[src/rtl/divcfg_pkg.sv]
// Shared definitions for the divider setting loader.
// Assumes the synchronized pin word is ordered {sd, sck, sl, pl_n}.
package divcfg_pkg;
    localparam int SYNC_W  = 4;
    localparam int IDX_PL  = 0;
    localparam int IDX_SL  = 1;
    localparam int IDX_SCK = 2;
    localparam int IDX_SD  = 3;

    typedef enum logic [2:0] {
        MODE_RESET,
        MODE_PASS,
        MODE_CAPTURE,
        MODE_XFER,
        MODE_HOLD,
        MODE_SHIFT,
        MODE_DIRECT,
        MODE_IDLE
    } cfg_mode_e;
endpackage

[src/rtl/cfgl_sync.sv]
// Two-flop synchronizer with one extra history stage per bit.
// lvl is the synchronized level and prev is lvl one cycle earlier.
// Assumes every input bit is asynchronous to clk.
module cfgl_sync #(
    parameter int              W       = 4,
    parameter logic [W-1:0]    RST_VAL = '0
) (
    input  logic         clk,
    input  logic         rst_n,
    input  logic [W-1:0] d,
    output logic [W-1:0] lvl,
    output logic [W-1:0] prev
);
    logic [W-1:0] meta_q;
    logic [W-1:0] lvl_q;
    logic [W-1:0] prev_q;

    // Shift each pin through the metastability, level and history stages.
    always_ff @(posedge clk) begin
        if (!rst_n) begin
            meta_q <= RST_VAL;
            lvl_q  <= RST_VAL;
            prev_q <= RST_VAL;
        end else begin
            meta_q <= d;
            lvl_q  <= meta_q;
            prev_q <= lvl_q;
        end
    end

    assign lvl  = lvl_q;
    assign prev = prev_q;
endmodule

[src/rtl/cfgl_decode.sv]
// Chooses the action for this cycle from the master reset and the
// synchronized levels and edges. Priority: reset, parallel transparent,
// parallel capture, serial transfer, serial latch, clock-edge shifting.
module cfgl_decode
    import divcfg_pkg::*;
(
    input  logic      mr,
    input  logic      pl,
    input  logic      pl_prev,
    input  logic      sl,
    input  logic      sl_prev,
    input  logic      ck,
    input  logic      ck_prev,
    output cfg_mode_e mode
);
    logic ck_rise;
    assign ck_rise = ck & ~ck_prev;

    // Priority decode of the active mode.
    always_comb begin
        if (mr)                    mode = MODE_RESET;
        else if (!pl)              mode = MODE_PASS;
        else if (!pl_prev)         mode = MODE_CAPTURE;
        else if (sl && !sl_prev)   mode = MODE_XFER;
        else if (!sl && sl_prev)   mode = MODE_HOLD;
        else if (ck_rise && !sl)   mode = MODE_SHIFT;
        else if (ck_rise && sl)    mode = MODE_DIRECT;
        else                       mode = MODE_IDLE;
    end
endmodule

[src/rtl/cfgl_shift.sv]
// Serial shift register: the new bit enters at bit 0, older bits move up.
// clr empties it. Assumes en and clr are never high in the same cycle.
module cfgl_shift #(
    parameter int W = 12
) (
    input  logic         clk,
    input  logic         rst_n,
    input  logic         clr,
    input  logic         en,
    input  logic         din,
    output logic [W-1:0] q
);
    logic [W-1:0] sh_q;

    // Clear or shift by one position.
    always_ff @(posedge clk) begin
        if (!rst_n || clr) sh_q <= '0;
        else if (en)       sh_q <= {sh_q[W-2:0], din};
    end

    assign q = sh_q;
endmodule

[src/rtl/divcfg_loader.sv]
// Divider setting loader: holds M and N and chooses where they come from
// (parallel buses, shift register, or direct serial test path).
// Assumes m_in/n_in are steady around parallel strobe edges; strobes,
// serial clock and data are asynchronous and synchronized here.
module divcfg_loader
    import divcfg_pkg::*;
#(
    parameter int M_W = 9,
    parameter int N_W = 3
) (
    input  logic           clk,
    input  logic           rst_n,
    input  logic           mr,
    input  logic           pl_n,
    input  logic [M_W-1:0] m_in,
    input  logic [N_W-1:0] n_in,
    input  logic           sl,
    input  logic           sck,
    input  logic           sd,
    output logic [M_W-1:0] m_out,
    output logic [N_W-1:0] n_out,
    output logic           test_out
);
    localparam int SH_W = M_W + N_W;
    localparam logic [SYNC_W-1:0] SYNC_RST = SYNC_W'(1) << IDX_PL;

    logic [SYNC_W-1:0] pin_word;
    logic [SYNC_W-1:0] sync_lvl;
    logic [SYNC_W-1:0] sync_prv;
    logic [SH_W-1:0]   sh_q;
    cfg_mode_e         mode;
    logic [M_W-1:0]    m_q;
    logic [N_W-1:0]    n_q;
    logic              t_q;

    assign pin_word = {sd, sck, sl, pl_n};

    cfgl_sync #(.W(SYNC_W), .RST_VAL(SYNC_RST)) u_sync (
        .clk  (clk),
        .rst_n(rst_n),
        .d    (pin_word),
        .lvl  (sync_lvl),
        .prev (sync_prv)
    );

    cfgl_decode u_dec (
        .mr     (mr),
        .pl     (sync_lvl[IDX_PL]),
        .pl_prev(sync_prv[IDX_PL]),
        .sl     (sync_lvl[IDX_SL]),
        .sl_prev(sync_prv[IDX_SL]),
        .ck     (sync_lvl[IDX_SCK]),
        .ck_prev(sync_prv[IDX_SCK]),
        .mode   (mode)
    );

    cfgl_shift #(.W(SH_W)) u_shift (
        .clk  (clk),
        .rst_n(rst_n),
        .clr  (mode == MODE_RESET),
        .en   (mode == MODE_SHIFT),
        .din  (sync_lvl[IDX_SD]),
        .q    (sh_q)
    );

    // Output registers updated according to the decoded mode.
    always_ff @(posedge clk) begin
        if (!rst_n) begin
            m_q <= '0;
            n_q <= '0;
            t_q <= 1'b0;
        end else begin
            unique case (mode)
                MODE_RESET: begin
                    m_q <= '0;
                    n_q <= '0;
                    t_q <= 1'b0;
                end
                MODE_PASS, MODE_CAPTURE: begin
                    m_q <= m_in;
                    n_q <= n_in;
                    t_q <= 1'b0;
                end
                MODE_XFER: begin
                    m_q <= sh_q[M_W-1:0];
                    n_q <= sh_q[SH_W-1:M_W];
                    t_q <= 1'b0;
                end
                MODE_HOLD: t_q <= 1'b0;
                MODE_DIRECT: begin
                    m_q <= {m_q[M_W-2:0], sync_lvl[IDX_SD]};
                    t_q <= sync_lvl[IDX_SD];
                end
                default: ;
            endcase
        end
    end

    assign m_out    = m_q;
    assign n_out    = n_q;
    assign test_out = t_q;
endmodule

[config.mk]
export PLATFORM = sky130hd
export DESIGN_NAME = divcfg_loader
export DESIGN_NICKNAME = d
export VERILOG_FILES = /design/src/rtl/divcfg_pkg.sv /design/src/rtl/cfgl_sync.sv /design/src/rtl/cfgl_decode.sv /design/src/rtl/cfgl_shift.sv /design/src/rtl/divcfg_loader.sv
export SDC_FILE = /design/constraint.sdc
export NUM_CORES = 1
export LEC_CHECK = 0
export BUFFER_PORTS_ARGS = -buffer_cell sky130_fd_sc_hd__buf_4
export CAP_MARGIN = 25
export CORE_MARGIN = 5
export CORE_UTILIZATION = 50
export CTS_CLUSTER_SIZE = 10
export DETAILED_ROUTE_END_ITERATION = 7
export GPL_TIMING_DRIVEN = 0
export HOLD_SLACK_MARGIN = 0.1
export PLACE_DENSITY_LB_ADDON = 0.2
export SETUP_SLACK_MARGIN = 0.4
export SLEW_MARGIN = 10
export SYNTH_ARGS = -nofsm -noshare
export SYNTH_HDL_FRONTEND = slang
export SYNTH_SLANG_ARGS = --single-unit
[constraint.sdc]
create_clock -name clk -period 2.8 [get_ports clk]
set_clock_uncertainty 0.15 [all_clocks]
set_input_delay 0.56 -clock clk [delete_from_list [all_inputs] [get_ports clk]]
set_output_delay 0.56 -clock clk [all_outputs]
set_load 0.02 [all_outputs]
-- After elaboration in Yosys (flattened, before gate mapping)
Cells that the tools add are included.
W data, S select, Z words.
- output and inout port bits: 13
- input bits: 19
- word-level logic and storage cells: 39
- bits in registers: 36
- reduce and logical (&&, ||, !) cells: 14
- bitwise operators: 2
- equal/unequal tests: 6
- mux-type cells: 10
- operators by type and width (kind ; number):
    $pmux W9 S4 ; 1
    $mux W3 ; 6
    $eq A3 B3 Y1 const B ; 3
    $pmux W3 S3 ; 1
    $eq A3 B2 Y1 const B ; 2
    $reduce_or A5 Y1 ; 1
    $logic_and A1 B1 Y1 ; 4
    $reduce_bool A4 Y1 ; 1
    $eq A3 B1 Y1 const B ; 1
    $logic_not A1 Y1 ; 3
    $logic_not A3 Y1 ; 1
    $reduce_bool A3 Y1 ; 1
    $pmux W1 S2 ; 1
    $reduce_bool A2 Y1 ; 1
    $reduce_or A2 Y1 ; 1
    $and A1 B1 Y1 ; 1
    $logic_or A1 B1 Y1 ; 1
    $mux W1 ; 1
    $not A1 Y1 ; 1

-- Longest topological paths before layout
- word-level depth: 13
- gate-level depth with buffers: 6
- mapped depth without buffers: 4

-- Hierarchy
From an unflattened synthesis, not the netlist that was laid out.
- cells, all modules: 144
- area total of the unflattened synthesis: 1491.4 sq um
- modules (own cells, without submodules) (module ; instances ; area each (sq um) ; cells each ; seq. area each (sq um)):
    divcfg_loader ; 1 ; 664.4 ; 69 ; 260.2
    cfgl_shift ; 1 ; 427.9 ; 39 ; 240.2
    cfgl_sync ; 1 ; 322.8 ; 25 ; 240.2
    cfgl_decode ; 1 ; 76.3 ; 11 ; 0.0

-- Least setup slack after synthesis
No wires, ideal clock.
- kind: input -> register
- start point: input port mr
- end point: register m_q[0], in the netlist m_out[0]
- path slack: 1040 ps
- arrival time: 1552 ps
- data required time: 2591 ps
- stages on the path: 5
- library setup time: 59 ps
- path buffers: 1
- cells stage by stage: nand2b_1 buf_6 nor4_4 a22o_1 a221o_2
- longest elaborated chain between the ends: 4
- elaborated cells on any way between the ends: 9
- classes of those cells: eq/ne (4); mux (2); reduce/logical (3)
- RTL lines (item ; line ; source):
    from (decl) ; divcfg_loader.sv:13 ; input logic mr,
    $mux W3 * ; cfgl_decode.sv:21 ; if (mr) mode = MODE_RESET;
    $eq A3 B1 Y1 / $eq A3 B2 Y1 (equally long branches) ; divcfg_loader.sv:73 ; unique case (mode)
    $reduce_or A2 Y1 ; divcfg_loader.sv:73 ;
    $pmux W9 S4 / $reduce_bool A4 Y1 (equally long branches) ; n/a ;
    to (signal assigned) ; divcfg_loader.sv:80 ; m_q <= m_in;
    to (signal assigned) ; divcfg_loader.sv:85 ; m_q <= sh_q[M_W-1:0];
    to (signal assigned) ; divcfg_loader.sv:91 ; m_q <= {m_q[M_W-2:0], sync_lvl[IDX_SD]};
    to (decl) ; divcfg_loader.sv:32 ; logic [M_W-1:0] m_q;
Every way passes the cells marked *; elsewhere a longest branch is shown, timed or not.
A chain may end at the register's enable or synchronous reset.

-- Worst setup path in the final report
- start point: input port mr
- end point: register m_q[5], in the netlist m_out[5]
Same word-level chain as after synthesis.

==> key figures <==
Synth
  • Yosys Warn Count: 0
  • Top-area cell type share of the netlist area: 52.4%
  • Cells after Synth: 120
  • Largest family of logic cells by synthesized area: compound AO/OA/AOI/OAI gates
  • Post-synthesis simple-gate area fraction: between 15 and 20%
  • Multiplexer area fraction after synthesis: between 10% and 20%
  • Seq cells post-synth: 36
  • Post-synth top flop: dfxtp_1
  • Seq/Total Area, Yosys: between 50 and 60%
  • Mean Syn Cell Area: 11.5 sq um
  • Synth Area in Adders: 0%
  • Post-synth EDFFs: 0
  • Synth cell types: 20
  • Synth cell count leaders: 36 x dfxtp_1, 16 x nor2_1, 15 x mux2i_1
  • Synth area leader: dfxtp_1
  • Compound-Gate Fraction of Synth Area: ~16%
  • Syn nets: around 140
  • Synth top area cells: dfxtp_1 52%, mux2i_1 11%, a221o_2 7.4%, a22o_1 5.7%, nor2_1 4.4%
  • Most frequent cell after synthesis: dfxtp_1
  • Post-synth ARST share: 0%
  • Xor and xnor area share after synthesis: 0%
  • Synthesized cell area: between 0.001 and 0.0015 sq mm

Floorplanning
  • Die height: ~62 microns
  • Io pins: 32
  • Rows: 19
  • CORE AREA: 0.00269 sq mm
  • Die width: about 62 microns
  • Die area: 0.00390 sq mm
  • Initial core utilization: 51.2%

Route
  • DR iter-0 viols: 37
  • Final wirelength: between 2 and 3 mm
  • Vias: between 1k and 1.5k
  • WL per Instance: 13.3 microns
  • Remaining DRCs: 0
  • DRT Pass-1 Iters: 4
  • DR vias/cell: ~5.4
  • Final ANT Viol Nets: 0

STA
  • Hold Violations, Final: 0
  • RSZ-0062 raised after global routing: false
  • Final worst slack: ~1.1 ns
  • Fmax achieved: roughly 0.58 GHz
  • Period utilization: 62.0%
  • Slew margin rel.: 52.1%
  • Final Hold Slack: between 0.2 and 0.25 ns
  • Final slew viol count: 0
  • Clock period minus worst slack: 1.74 ns
  • Final setup TNS: 0 ns
  • Worst slew pin tran: slightly above 0.7 ns
  • Final setup fails: 0

Clock network
  • TritonCTS clock tree: yes
  • Maximum clock path buffer count: 2
  • Post-CTS Setup Bufs: 0
  • CTS H-tree depth: 2
  • Clk sinks: 36
  • CTS Buf Count: 5
  • CTS root buf: clkbuf_4
  • Clock slew seen by the registers of the worst setup and hold paths: roughly 0.1 ns
  • Cts hold-fix bufs: 0
  • Worst skew pair latency: ~0.35 ns
  • Post-cts sizing count: 0

GRT
  • Vias in the first global route: 982
  • GRT overflow: 0
  • Pin count of the biggest net entering global routing: 12
  • GRT Overall Usage: between 10% and 20%
  • First-pass GRT wire length: between 4 and 5 mm
  • Initial antenna violation count: 0

Setup path
  • Worst Path Max Fanout: 10
  • FF-to-FF path depth: 4
  • CP Class: in2reg
  • Crit. End Element: flop
  • R2r setup slk: ~1.1 ns
  • Worst setup path end: m_out[5]
  • Setup crit start: mr
  • Startpoint Class: input port
  • R2r endpoint: test_out
  • R2r startpoint: u_sync.prev[2]
  • Required time worst endpoint: slightly below 3 ns
  • WP data arrival: roughly 1.9 ns

Place
  • HPWL Detailed: 1.84 mm
  • Gp weighted congestion: about 0.67
  • Placed cell areas: 0.00165 sq mm
  • Port Buf Inserts: 31
  • Post-Place Cells: 182
  • Pre-CTS WS: 0.694 ns

Power and ir drop
  • Power density over the cells: 516 mW/mm^2
  • LEAKAGE: 0.799 nW
  • Worst VDD drop: ~0.00044 V
  • Pwr Total: 0.882 mW

Finish
  • Final core utilization: a little under two thirds
  • Area delta synth->final: 24.2%
  • # diodes: 0
  • Design area: roughly 0.0017 sq mm
  • Non-Filler Instances: 190
  • Final #Nets: approximately 180
  • Fillcell total: 239
  • Layout cells sized above 1: 34.6%

Run status
  • Status: complete, no violations

Worst hold path
  • Min-Delay Path Class: in2reg

Job
  • Maxcap violations: 0
-- critical path: stages --
cell and delay [ns]:
buf_4 0.11, nand2b_1 0.14, buf_6 0.14, nor4_4 0.58
a22o_1 0.25, a221o_2 0.10
-- report_power, final --
| part | internal, mW | switching, mW |
|---|---|---|
| sequential | 0.522 | 0.00584 |
| combinational | 0.0386 | 0.0309 |
| clock | 0.119 | 0.165 |
-- cell families (layout without fill, tap and decap cells) --
logic type | count (synthesis) | in the layout
AND/OR/NAND/NOR | 39 | 39
flip-flops | 36 | 36
AO/OA/AOI/OAI | 23 | 23
multiplexers | 15 | 15
buffers and inverters | 7 | 46
-- layer usage --
layer	up-vias	GRT usage, %	share of wire [%]
met3	7	5.94	8.6
met2	29	23.6	47
met1	473	15.1	42
met5	-	0	0
met4	0	7.16	2.3
li1	508	-	-
-- layout by cell type, fill, tap and decap left out --
cell	instances
a211oi_1	3
a211oi_2	1
a221o_2	9
a22o_1	9
a32o_1	1
and2_1	9
and2b_2	1
buf_12	1
buf_2	1
buf_4	31
buf_6	2
clkbuf_1	3
clkbuf_4	5
clkbuf_8	1
clkinv_2	2
dfxtp_1	36
mux2i_1	15
nand2_1	3
nand2b_1	6
nand4bb_1	1
nor2_1	16
nor4_4	1
or2b_1	1
or3_1	1
-- state kept, by name, indices dropped and copies added (netlist names) --
register	flops
u_shift.q	12
m_out	9
u_sync.lvl	4
u_sync.meta_q	4
n_out	3
u_sync.prev	3
test_out	1
-- worst min path at each step --
stage | startpoint | to | slack, ns | cells past startpoint
2_1_floorplan | u_sync.meta_q[0] | u_sync.lvl[0] | 0.24 | 1
4_1_cts | pl_n | u_sync.meta_q[0] | 0.24 | 2
3_3_place_gp | u_sync.meta_q[0] | u_sync.lvl[0] | 0.25 | 1
3_5_place_dp | u_sync.meta_q[0] | u_sync.lvl[0] | 0.25 | 1
5_1_grt | pl_n | u_sync.meta_q[0] | 0.24 | 2
6_report | pl_n | u_sync.meta_q[0] | 0.25 | 2
-- cell type report --
| type | count | area (sq um) | area share, % |
|---|---|---|---|
| Sequential cell | 36 | 721 | 42.2 |
| Clock buffer | 6 | 51.3 | 3.00 |
| Timing Repair Buffer | 31 | 233 | 13.6 |
| Clock inverter | 2 | 10.0 | 0.586 |
| Tap cell | 31 | 38.8 | 2.27 |
| Multi-Input combinational cell | 77 | 596 | 34.9 |
| Buffer | 7 | 58.8 | 3.44 |
Power figures use the tool's default switching activity.
